==> src/rtl/pin_change_irq.sv <==
`timescale 1ns/1ps
module pin_change_irq #(
  parameter int          G0_PINS    = 4,
  parameter int          G1_PINS    = 8,
  parameter logic [7:0]  CTRL_ADDR  = 8'h68,
  parameter logic [7:0]  FLAG_ADDR  = 8'h3B,
  parameter logic [7:0]  MASK0_ADDR = 8'h6B,
  parameter logic [7:0]  MASK1_ADDR = 8'h6C
) (
  input  logic                       clk,
  input  logic                       rst_n,
  input  logic [G0_PINS+G1_PINS-1:0] pin_in,
  input  logic                       gie,
  input  logic [1:0]                 ack,
  input  logic                       wr_en,
  input  logic [7:0]                 addr,
  input  logic [7:0]                 wdata,
  output logic [7:0]                 rdata,
  output logic [1:0]                 irq
);
  localparam int NPINS = G0_PINS + G1_PINS;

  logic [NPINS-1:0]   sync_a, sync_b, sync_prev;
  logic [G0_PINS-1:0] mask0;
  logic [G1_PINS-1:0] mask1;
  logic [1:0]         enable, flag, grp_hit, clr;
  logic [NPINS-1:0]   edge_seen;
  logic               wr_flag;

  assign edge_seen  = sync_b ^ sync_prev;
  assign grp_hit[0] = |(edge_seen[G0_PINS-1:0] & mask0);
  assign grp_hit[1] = |(edge_seen[NPINS-1:G0_PINS] & mask1);
  assign wr_flag    = wr_en && (addr == FLAG_ADDR);
  assign clr        = ack | ({2{wr_flag}} & wdata[1:0]);
  assign irq        = flag & enable & {2{gie}};

  always_ff @(posedge clk) begin
    if (!rst_n) begin
      sync_a    <= '0;
      sync_b    <= '0;
      sync_prev <= '0;
      flag      <= '0;
      enable    <= '0;
      mask0     <= '0;
      mask1     <= '0;
    end else begin
      sync_a    <= pin_in;
      sync_b    <= sync_a;
      sync_prev <= sync_b;
      flag      <= grp_hit | (flag & ~clr);
      if (wr_en) begin
        if (addr == CTRL_ADDR)  enable <= wdata[1:0];
        if (addr == MASK0_ADDR) mask0  <= wdata[G0_PINS-1:0];
        if (addr == MASK1_ADDR) mask1  <= wdata[G1_PINS-1:0];
      end
    end
  end

  always_comb begin
    rdata = '0;
    if (addr == CTRL_ADDR)  rdata[1:0]         = enable;
    if (addr == FLAG_ADDR)  rdata[1:0]         = flag;
    if (addr == MASK0_ADDR) rdata[G0_PINS-1:0] = mask0;
    if (addr == MASK1_ADDR) rdata[G1_PINS-1:0] = mask1;
  end
endmodule

==> config.mk <==
export PLATFORM = sky130hd
export DESIGN_NAME = pin_change_irq
export DESIGN_NICKNAME = d
export VERILOG_FILES = /design/src/rtl/pin_change_irq.sv
export SDC_FILE = /design/constraint.sdc
export NUM_CORES = 1
export LEC_CHECK = 0
export BUFFER_PORTS_ARGS = -buffer_cell sky130_fd_sc_hd__buf_2
export CAP_MARGIN = 0
export CORE_MARGIN = 2
export CORE_UTILIZATION = 25
export DETAILED_ROUTE_END_ITERATION = 12
export MAX_ROUTING_LAYER = met4
export REMOVE_ABC_BUFFERS = 1
export SETUP_SLACK_MARGIN = 0.2
export SLEW_MARGIN = 20
export SYNTH_ARGS = -nofsm -noshare
export SYNTH_HDL_FRONTEND = slang
export SYNTH_SLANG_ARGS = --single-unit
export TNS_END_PERCENT = 100
==> constraint.sdc <==
create_clock -name clk -period 1.5 [get_ports clk]
set_clock_uncertainty 0.05 [all_clocks]
set_input_delay 0.225 -clock clk [delete_from_list [all_inputs] [get_ports clk]]
set_output_delay 0.225 -clock clk [all_outputs]
set_load 0.01 [all_outputs]
==> impl_results.md <==
* Pleak at 0.00126 uW
* Routed Wire Length at 4.15 mm
* Max_cap viols at 0
* Post-synth EDFFs at 0
* Final worst slack at around 0.064 ns
* Yosys top cell area share at 0.529
* Antenna diodes at 0
* Data arrival, critical path at 1.16 ns
* Worst Path Max Fanout at 3
* Synth unique cells at 29
* Fin crit period at 1.44 ns
* Period utilization at 0.957
* Register area share after synthesis at 0.529
* DP Worst Slack at -0.0128 ns
* Vias per cell at 4.12
* Vert. Die Dim at 92.7 um
* Full die area at ~8600 um^2
* Final setup fails at 0
* Final hold vios at 0
* Site Rows at 32
* Initial antenna violation count at 0
* Leading area contributor after synthesis: dfxtp_1
* Least-Margin Pin Slew at 0.260 ns
* CP Capture Type: output pin
* Power Density at 1060 nW/um^2
* Outcome: completed
* Clk Tree Root Cell: clkbuf_8
* Post-synthesis sequential element count at 52
* Hold path start: pin_in[10]
* Asr flop ratio synth at 0
* TritonCTS Buffers at 5
* Clock Sinks at 52
* Most common library cells after synthesis: dfxtp_1 (52), and2_1 (37), mux2i_1 (14), nor2b_1 (14), xor2_1 (12)
* Mapped Area at roughly 2000 um^2
* RSZ-0062 raised after global routing: true
* Synth Flop Type: dfxtp_1
* Initial core utilization at 0.256
* Worst setup startpoint: addr[2]
* R2R Path Start: sync_prev[11]$_SDFF_PN0_
* Setup crit start kind: input port
* TritonCTS clock tree: built
* Slew Limit Fails at 0
* Slowest CP cell: nor4b_4
* ANT nets after route at 0
* Cts hold-fix bufs at 0
* Fin nets at ~270
* Worst-Skew Late Latency at 0.30 ns
* 1st-pass router iterations at 4
* Die width at 92.7 um
* Slew HR at 0.826
* Fin Hold WS at about 0.071 ns
* Post-route DRC violation count at 0
* CP Cell Sequence: buf_8, nor4b_4, buf_4, nand2_2, a21oi_2, a21o_1, buf_2
* First-pass GRT wire length at 6.40 mm
* Synth top area cells: dfxtp_1 (53%), and2_1 (12%), mux2i_1 (7.1%)
* Warnings, synthesis at 0
* Ports at 44
* Pin count of the biggest net entering global routing at 53
* Worst EP required at between 1 and 1.5 ns
* CORE AREA at roughly 7700 um^2
* All-Layer GR Usage at 0.0986
* Gpl congestion at 0.776
* Synthesis-to-layout area growth at 39.3%
* CP Class: in2out
* Maximum VDD drop at a little over 0.6 mV
* Share of cells above drive strength 1 at 0.378
* Vias in the first global route at 1269
* CP peak stage delay at 0.26 ns
* PortBufs at 43
* HP Class: in2reg
* Syn avg cell area at 10.9 um^2
* Most common cell in the synthesized netlist: dfxtp_1
* CTS max path bufs at 2
* Max Fclk at 0.696 GHz
* Starting DRT DRC Count at 79
* Worst-path clk slew at 0.10 ns
* H-tree depth at 2
* Routed vias at 1402
* Total gr overflow at 0
* WL per Instance at roughly 12 um
* DP HPWL at between 2 and 3 mm
* Post-synthesis cell count at 181
-- timing repair --
item                       CTS  global route
pin swaps                   12             9
gates resized for setup     25            13
setup endpoints to repair    8            17
setup buffers                5             5
-- metal layers --
| layer | up-vias | track usage | share of wire |
|---|---|---|---|
| li1 | 720 | - | - |
| met1 | 642 | 0.125 | 0.46 |
| met2 | 37 | 0.155 | 0.48 |
| met3 | 3 | 0.0277 | 0.049 |
| met4 | 0 | 0.0294 | 0.0065 |
| met5 | - | - | 0 |
-- critical path, delay by kind of cell --
family / cells / cell delay, ns
AOI/OAI and AO/OA: 2 / 0.23
and+or+nand+nor: 2 / 0.32
buffers and inverters: 3 / 0.38
-- logic make-up (layout without fill, tap and decap cells) --
logic type / Yosys count / after routing / synth area share
buffers and inverters: 10 / 67 / 0.0254
XOR/XNOR: 12 / 12 / 0.0534
AO/OA/AOI/OAI: 20 / 20 / 0.0712
flip-flops: 52 / 52 / 0.529
multiplexers: 14 / 14 / 0.0712
AND/OR/NAND/NOR: 73 / 73 / 0.249
-- metrics by stage --
step / power [uW] / cell area (um^2) / std cells / util / setup TNS [ns]
2_1_floorplan: 1520 / 1920 / 173 / - / 0
5_1_grt: 3010 / 2740 / 340 / 0.356 / -0.0152
3_5_place_dp: 1610 / 2310 / 322 / 0.300 / -0.0131
3_3_place_gp: 1610 / 2310 / 322 / 0.300 / -0.0393
4_1_cts: 2920 / 2620 / 335 / 0.341 / 0
6_report: 2890 / 2740 / 340 / 0.356 / 0
-- power breakdown --
group          leakage (uW)  total [uW]  switching [uW]  internal, uW
logic              0.000758         182            76.3           106
registers          0.000428        1430            13.5          1420
clock network     0.0000784        1280             444           833
total               0.00126        2890             534          2360
-- path summary, 6_finish.rpt --
| path | depth (start not counted) | slack (ns) | endpoint |
|---|---|---|---|
| max | 7 | 0.06 | rdata[0] |
| min | 2 | 0.07 | sync_a[10]$_SDFF_PN0_ |
| min reg2reg | 1 | 0.39 | sync_b[7]$_SDFF_PN0_ |
| max reg2reg | 4 | 0.35 | flag[1]$_SDFF_PN0_ |
-- cell usage in the layout, fill, tap and decap left out, drive strengths merged, types with 3 or more instances in the layout --
cell    synthesis  routed
xor2           12      12
bufinv          0       3
mux2i          14      14
and3            6       6
nor2b          14      14
buf             3      57
and2           38      38
and4bb          3       3
dfxtp          52      52
nand3           3       3
a22oi           8       8
clkbuf          5       5
nand2           3       3
-- cell type report --
type	instances	area (um^2)
clock buffer	5	68.8
clock inverter	3	90.1
inverter	2	7.51
timing repair buffer	57	423
multi-input combinational	119	976
sequential	52	1050
fill	789	4950
tap	102	128
-- registers in the layout, indices dropped and copies added (netlist names) --
name       cells
flag           2
mask0          4
sync_a        12
sync_prev     12
sync_b        12
mask1          8
enable         2
Power figures use the tool's default switching activity.
